File: config.mk
export PLATFORM = sky130hd
export DESIGN_NAME = casc_counter
export DESIGN_NICKNAME = d
export VERILOG_FILES = /design/src/rtl/cnt_pkg.sv /design/src/rtl/cnt_next.sv /design/src/rtl/cnt_stage.sv /design/src/rtl/casc_counter.sv
export SDC_FILE = /design/constraint.sdc
export NUM_CORES = 1
export LEC_CHECK = 0
export BUFFER_PORTS_ARGS = -buffer_cell sky130_fd_sc_hd__buf_2
export CORE_MARGIN = 3
export CORE_UTILIZATION = 49
export CTS_CLUSTER_DIAMETER = 50
export DETAILED_ROUTE_END_ITERATION = 8
export PLACE_DENSITY = 0.82
export SLEW_MARGIN = 25
export SYNTH_ARGS = -nofsm -noshare
export SYNTH_HDL_FRONTEND = slang
export SYNTH_SLANG_ARGS = --single-unit
export TNS_END_PERCENT = 30
File: constraint.sdc
create_clock -name clk -period 2.9 [get_ports clk]
set_clock_uncertainty 0.1 [all_clocks]
set_input_delay 0.58 -clock clk [delete_from_list [all_inputs] [get_ports clk]]
set_output_delay 0.58 -clock clk [all_outputs]
set_load 0.02 [all_outputs]
File: src/rtl/cnt_pkg.sv
package cnt_pkg;
  localparam int DEF_STAGE_W = 4;
  localparam int DEF_STAGES  = 3;

  typedef enum logic [1:0] {
    OP_HOLD  = 2'd0,
    OP_COUNT = 2'd1,
    OP_LOAD  = 2'd2
  } cnt_op_e;
endpackage

File: src/rtl/cnt_next.sv
module cnt_next
  import cnt_pkg::*;
#(
  parameter int W = DEF_STAGE_W
) (
  input  logic [W-1:0] cur,
  input  logic [W-1:0] d,
  input  logic         ld_n,
  input  logic         en_p,
  input  logic         en_t,
  output logic [W-1:0] nxt
);
  localparam logic [W-1:0] ONE = W'(1);

  cnt_op_e op;

  // load outranks both enables
  always_comb begin
    if (!ld_n)              op = OP_LOAD;
    else if (en_p && en_t)  op = OP_COUNT;
    else                    op = OP_HOLD;
  end

  always_comb begin
    unique case (op)
      OP_LOAD:  nxt = d;
      OP_COUNT: nxt = cur + ONE;
      default:  nxt = cur;
    endcase
  end
endmodule

File: src/rtl/cnt_stage.sv
module cnt_stage
  import cnt_pkg::*;
#(
  parameter int W = DEF_STAGE_W
) (
  input  logic         clk,
  input  logic         clr_n,
  input  logic         ld_n,
  input  logic         en_p,
  input  logic         en_t,
  input  logic [W-1:0] d,
  output logic [W-1:0] q,
  output logic         tc
);
  localparam logic [W-1:0] ONES = {W{1'b1}};
  localparam logic [W-1:0] ONE  = W'(1);

  logic [W-1:0] nxt;

  cnt_next #(.W(W)) u_next (
    .cur (q),
    .d   (d),
    .ld_n(ld_n),
    .en_p(en_p),
    .en_t(en_t),
    .nxt (nxt)
  );

  always_ff @(posedge clk or negedge clr_n) begin
    if (!clr_n) q <= '0;
    else        q <= nxt;
  end

  assign tc = en_t & (q == ONES);


  clr_zero_chk: assert property (@(posedge clk) !clr_n |-> q == '0);

  load_take_chk: assert property (@(posedge clk) disable iff (!clr_n)
    !ld_n |=> q == $past(d));

  count_step_chk: assert property (@(posedge clk) disable iff (!clr_n)
    (ld_n && en_p && en_t) |=> q == W'($past(q) + ONE));

  hold_still_chk: assert property (@(posedge clk) disable iff (!clr_n)
    (ld_n && !(en_p && en_t)) |=> $stable(q));

  tc_full_chk: assert property (@(posedge clk) disable iff (!clr_n)
    tc |-> (en_t && q == ONES));
endmodule

File: src/rtl/casc_counter.sv
module casc_counter
  import cnt_pkg::*;
#(
  parameter int STAGES  = DEF_STAGES,
  parameter int STAGE_W = DEF_STAGE_W
) (
  input  logic                      clk,
  input  logic                      clr_n,
  input  logic                      ld_n,
  input  logic                      en_par,
  input  logic                      en_trk,
  input  logic [STAGES*STAGE_W-1:0] din,
  output logic [STAGES*STAGE_W-1:0] q,
  output logic                      tc_out
);
  localparam int TW = STAGES * STAGE_W;
  localparam logic [STAGE_W-1:0] ONES = {STAGE_W{1'b1}};

  logic [STAGES:0] trk;
  logic [STAGE_W-1:0] sq [STAGES];

  assign trk[0] = en_trk;

  for (genvar k = 0; k < STAGES; k++) begin : g_stage
    cnt_stage #(.W(STAGE_W)) u_stage (
      .clk  (clk),
      .clr_n(clr_n),
      .ld_n (ld_n),
      .en_p (en_par),
      .en_t (trk[k]),
      .d    (din[k*STAGE_W +: STAGE_W]),
      .q    (sq[k]),
      .tc   (trk[k+1])
    );
    assign q[k*STAGE_W +: STAGE_W] = sq[k];

    if (k > 0) begin : g_carry

      carry_gate_chk: assert property (@(posedge clk) disable iff (!clr_n)
        ($past(ld_n) && sq[k] != $past(sq[k])) |-> $past(sq[k-1]) == ONES);
    end
  end

  assign tc_out = trk[STAGES];


  wrap_zero_chk: assert property (@(posedge clk) disable iff (!clr_n)
    (ld_n && en_par && en_trk && q == {TW{1'b1}}) |=> q == '0);
endmodule

## After elaboration in Yosys (flattened, before gate mapping)

Index checks and enable logic that the tools add are counted.
Widths: inputs -> output; s select.

| storage, ports and cells | value |
|---|---|
| memory bits (read-only) | 0 |
| logic and storage cells | 33 |
| bits in writable memories | 0 |
| flip-flop bits (word level) | 12 |
| memories kept | 0 |
| bits in latches | 0 |

| operators by class | value |
|---|---|
| equal/unequal tests | 9 |
| multiply operators | 0 |
| shift operators | 0 |
| multiplexer cells | 9 |
| add/subtract/negate cells | 3 |
| reduce and logical (&&, ||, !) cells | 6 |
| bitwise gates (word level) | 3 |
| $lt $le $gt $ge | 0 |
| div/mod/pow operators | 0 |

Operators by type and width:

| kind | count |
|---|---|
| $pmux 4 s2 | 3 |
| $add 4x1->4 const B | 3 |
| $eq 4x4->1 const B | 3 |
| $eq 2x1->1 const B | 3 |
| $eq 2x2->1 const B | 3 |
| $mux 2 | 3 |
| $reduce_bool 2->1 | 3 |
| $and 1x1->1 | 3 |
| $logic_and 1x1->1 | 3 |
| $mux 1 | 3 |

## Depth between registers and ports, before layout

| depth | value |
|---|---|
| depth after elaboration | 8 |
| gate-level depth with buffers | 4 |
| mapped depth without buffers | 4 |

## By module

A second synthesis with hierarchy kept.

| second synthesis, totals | value |
|---|---|
| cells, all modules | 75 |
| area, all modules | 660.6 um2 |

By module, submodules not included:

| module | area each (um2) | cells an instance | times used |
|---|---|---|---|
| cnt_stage | 112.6 | 7 | 3 |
| cnt_next | 107.6 | 18 | 3 |

## Worst setup path before layout

Ideal clock, no wire load.

| timing | value |
|---|---|
| path type | register -> output |
| start | register g_stage[0].u_stage.q[0] |
| end | output port tc_out |
| stages on the path, launching flop included | 4 |
| path buffers | 0 |
| data required time | 2.220 ns |
| arrival time | 1.397 ns |
| slack | 0.823 ns |
| cell sequence | dfrtp_1 -> ha_1 -> nand3_2 -> nor3_1 |

| between the ends | value |
|---|---|
| cells in the longest elaborated chain, start to end | 4 |

Ends and longest elaborated chain:

| what | RTL line | source |
|---|---|---|
| start: declaration | cnt_stage.sv:12 | `output logic [W-1:0] q,` |
| start signal: assignment | cnt_stage.sv:31 | `else q <= nxt;` |
| $eq 4x4->1 | cnt_stage.sv:34 | `assign tc = en_t & (q == ONES);` |
| $and 1x1->1 (3 in a row) | cnt_stage.sv:34 |  |
| end: declaration | casc_counter.sv:14 | `output logic tc_out` |

No other way between the ends.

## Worst setup path in the final report

Ends and elaborated chain as after synthesis.

==> metrics.txt <==
placed cells 121; total routed wirelength 1.59 mm; H-tree Lvls 1; final count of negative-setup-slack endpoints 0; crit share post-route 76.3%; switch share 32.9%; main flop type after synthesis dfrtp_1; WL/cell 12.7 um; DRC viols 0; IO Port Bufs 29; P&R area growth vs syn 26.5%; status completed; RSZ-0062 raised after global routing no; Tot GR Track Use 18.1%; crit path DAT 1530 ps; Post-Place Setup Slack 998 ps; top cell type's share of synthesized area 42.2%; sequential share of power 45.3%; number of global-route vias before repair 616; clk_lat worst skew 270 ps; largest registers g_stage.u_stage.q: 12 flops; Critical Path, Cell by Cell ha_1, nand3_2, nor3_1, buf_2; Hold Path Class in2async; number of cells on the critical path 4; IO Pins 30; Relative slew margins 73.3%; Sw Pwr 151 uW; Most flops, register g_stage.u_stage.q; diode count 0; largest net degree at the start of global routing 26; dominant cells by area after synthesis dfrtp_1 (42%), a31oi_1 (6.2%), or3_1 (6.2%); clk buf depth 2; worst setup path startpoint g_stage[0].u_stage.q[0]$_DFFE_PN0P_; sequential-to-total area share from yosys stat 42.2%; post-synthesis cell area 712 um^2; clk sinks 12; setup TNS 0 ps; CP max stage delay 410 ps; WP data required 2220 ps; top-count cell post-synth dfrtp_1; sequential standard cell area 300 um^2; achievable frequency 452 MHz; post-CTS setup buffers 0; synth unique cells 23; Ys Warns 0; Initial DRC Count 12; total clock buffers created by CTS 3; Initial Utilization 53.4%; final hold violations 0; CTS Root Cell clkbuf_4; worst r2r path cells 4; fin crit period 2210 ps; type of the worst setup path reg2out; Die Span Y 44.1 um; Detailed Place HPWL 1.18 mm; num rows 13; synthesized area per cell 8.90 um^2; worst slew pin tran 400 ps; Final ANT Viol Nets 0; area leader, netlist dfrtp_1; Post-Layout Cell Count 125; VDD IR max 0.309 mV; antenna violations before repair 0; core area 1330 um^2; post-cts resize count 0; cell count after synthesis 80; synth cell count leaders dfrtp_1 (12), nor2_1 (10), nand3_1 (8); RR Startpoint g_stage[0].u_stage.q[0]$_DFFE_PN0P_; TritonCTS clock tree built; worst setup margin 687 ps; Die Area 1950 um^2; multi-input logic area 393 um^2; overall via count from detail_route 707; Final Util 67.5%; Final Max Slew Viols 0; Clock Power Share 29.0%; CP bufs+invs 1; CP Launch Type flop; crit path max-delay cell type dfrtp_1; DRT Pass-1 Iters 5; fin nets 131; combinational share of power 25.8%; endpoint class of the critical path output port; vias per std cell 5.66; max reg flops 12; Pleak 0.000403 uW; pwr/cell area 509 nW/um^2; ys async rst share 100%; Post-CTS Hold Buffers 0; max cap viols 0; clk slew on worst S/H paths 80 ps; cell family contributing the most delay on the critical path flip-flops; Fillers 108; gpl congestion 0.702; number of synthesized flops with an enable pin 0; chip width 44.1 um; first-pass GRT wire length 2.62 mm; number of synthesized register bits 12; critical path peak fanout 9; Int Pwr 308 uW; GR Overflow Total 0; Net Count, Synth 100; share of cells above drive strength 1 32.7%
==> cell usage in the layout, fill, tap and decap left out <==
master / n
mux2i_1: 1
nand2_1: 4
a2bb2oi_1: 1
o21ai_0: 5
o21bai_1: 1
ha_1: 3
nand3_1: 8
o211ai_1: 1
inv_1: 2
clkbuf_8: 1
buf_2: 29
o31ai_1: 2
nand4_1: 1
nand4_2: 2
nand3_2: 1
or3_1: 7
nor3_1: 1
dfrtp_1: 12
xor2_1: 2
a21oi_1: 3
clkbuf_4: 3
a31oi_1: 7
nand3b_1: 1
or4_1: 2
nor2_1: 10
==> logic make-up (layout without fill, tap and decap cells) <==
kind of cell / count (synthesis) / count (layout) / share of synthesized area, %
and+or+nand+nor: 37 / 37 / 28.8
AOI/OAI and AO/OA: 20 / 20 / 17.2
DFF: 12 / 12 / 42.2
buffers and inverters: 5 / 35 / 2.64
adders and majority gates: 3 / 3 / 5.27
xor gates and xnor gates: 2 / 2 / 2.46
muxes: 1 / 1 / 1.41
==> routing by layer <==
metal / GRT usage, % / share of wire [%] / up-vias
met5: 0 / 0 / -
met4: 9.04 / 1.4 / 0
met3: 2.44 / 7.3 / 4
met2: 27.3 / 46 / 25
met1: 25.3 / 45 / 316
li1: - / - / 362
==> power groups by stage <==
stage / combinational [uW] / sequential [uW] / clock (uW)
2_1_floorplan: 53.4 / 230 / 0
3_3_place_gp: 115 / 209 / 0
3_5_place_dp: 118 / 211 / 0
4_1_cts: 119 / 208 / 135
5_1_grt: 132 / 211 / 139
6_report: 118 / 208 / 133
==> path summary, 6_finish.rpt <==
path / endpoint / slack [ps]
max in group asynchronous: g_stage[0].u_stage.q[2]$_DFFE_PN0P_ / 2410
worst max-delay path: tc_out / 690
worst min register to register: g_stage[2].u_stage.q[3]$_DFFE_PN0P_ / 480
worst max register to register: g_stage[2].u_stage.q[3]$_DFFE_PN0P_ / 1170
min in group clk: g_stage[2].u_stage.q[1]$_DFFE_PN0P_ / 410
worst min-delay path: g_stage[0].u_stage.q[0]$_DFFE_PN0P_ / 70
==> area by class of cell <==
class / count / share of cell area [%]
clock buffer: 4 / 4.03
inverter: 2 / 0.833
multi-input combinational: 63 / 43.6
sequential: 12 / 33.3
tap: 15 / 2.08
timing repair buffer: 29 / 16.1
==> metrics by stage <==
| step | hold WS (ps) | total power (uW) | area [um^2] |
|---|---|---|---|
| after CTS | 78.7 | 462 | 901 |
| after floorplan | 184 | 283 | 712 |
| after detailed placement | 372 | 329 | 865 |
| final | 74.6 | 459 | 901 |
| after global routing | 80.6 | 483 | 901 |
| after global placement | 370 | 325 | 865 |
Note: power is estimated with default switching activity, not from simulation.
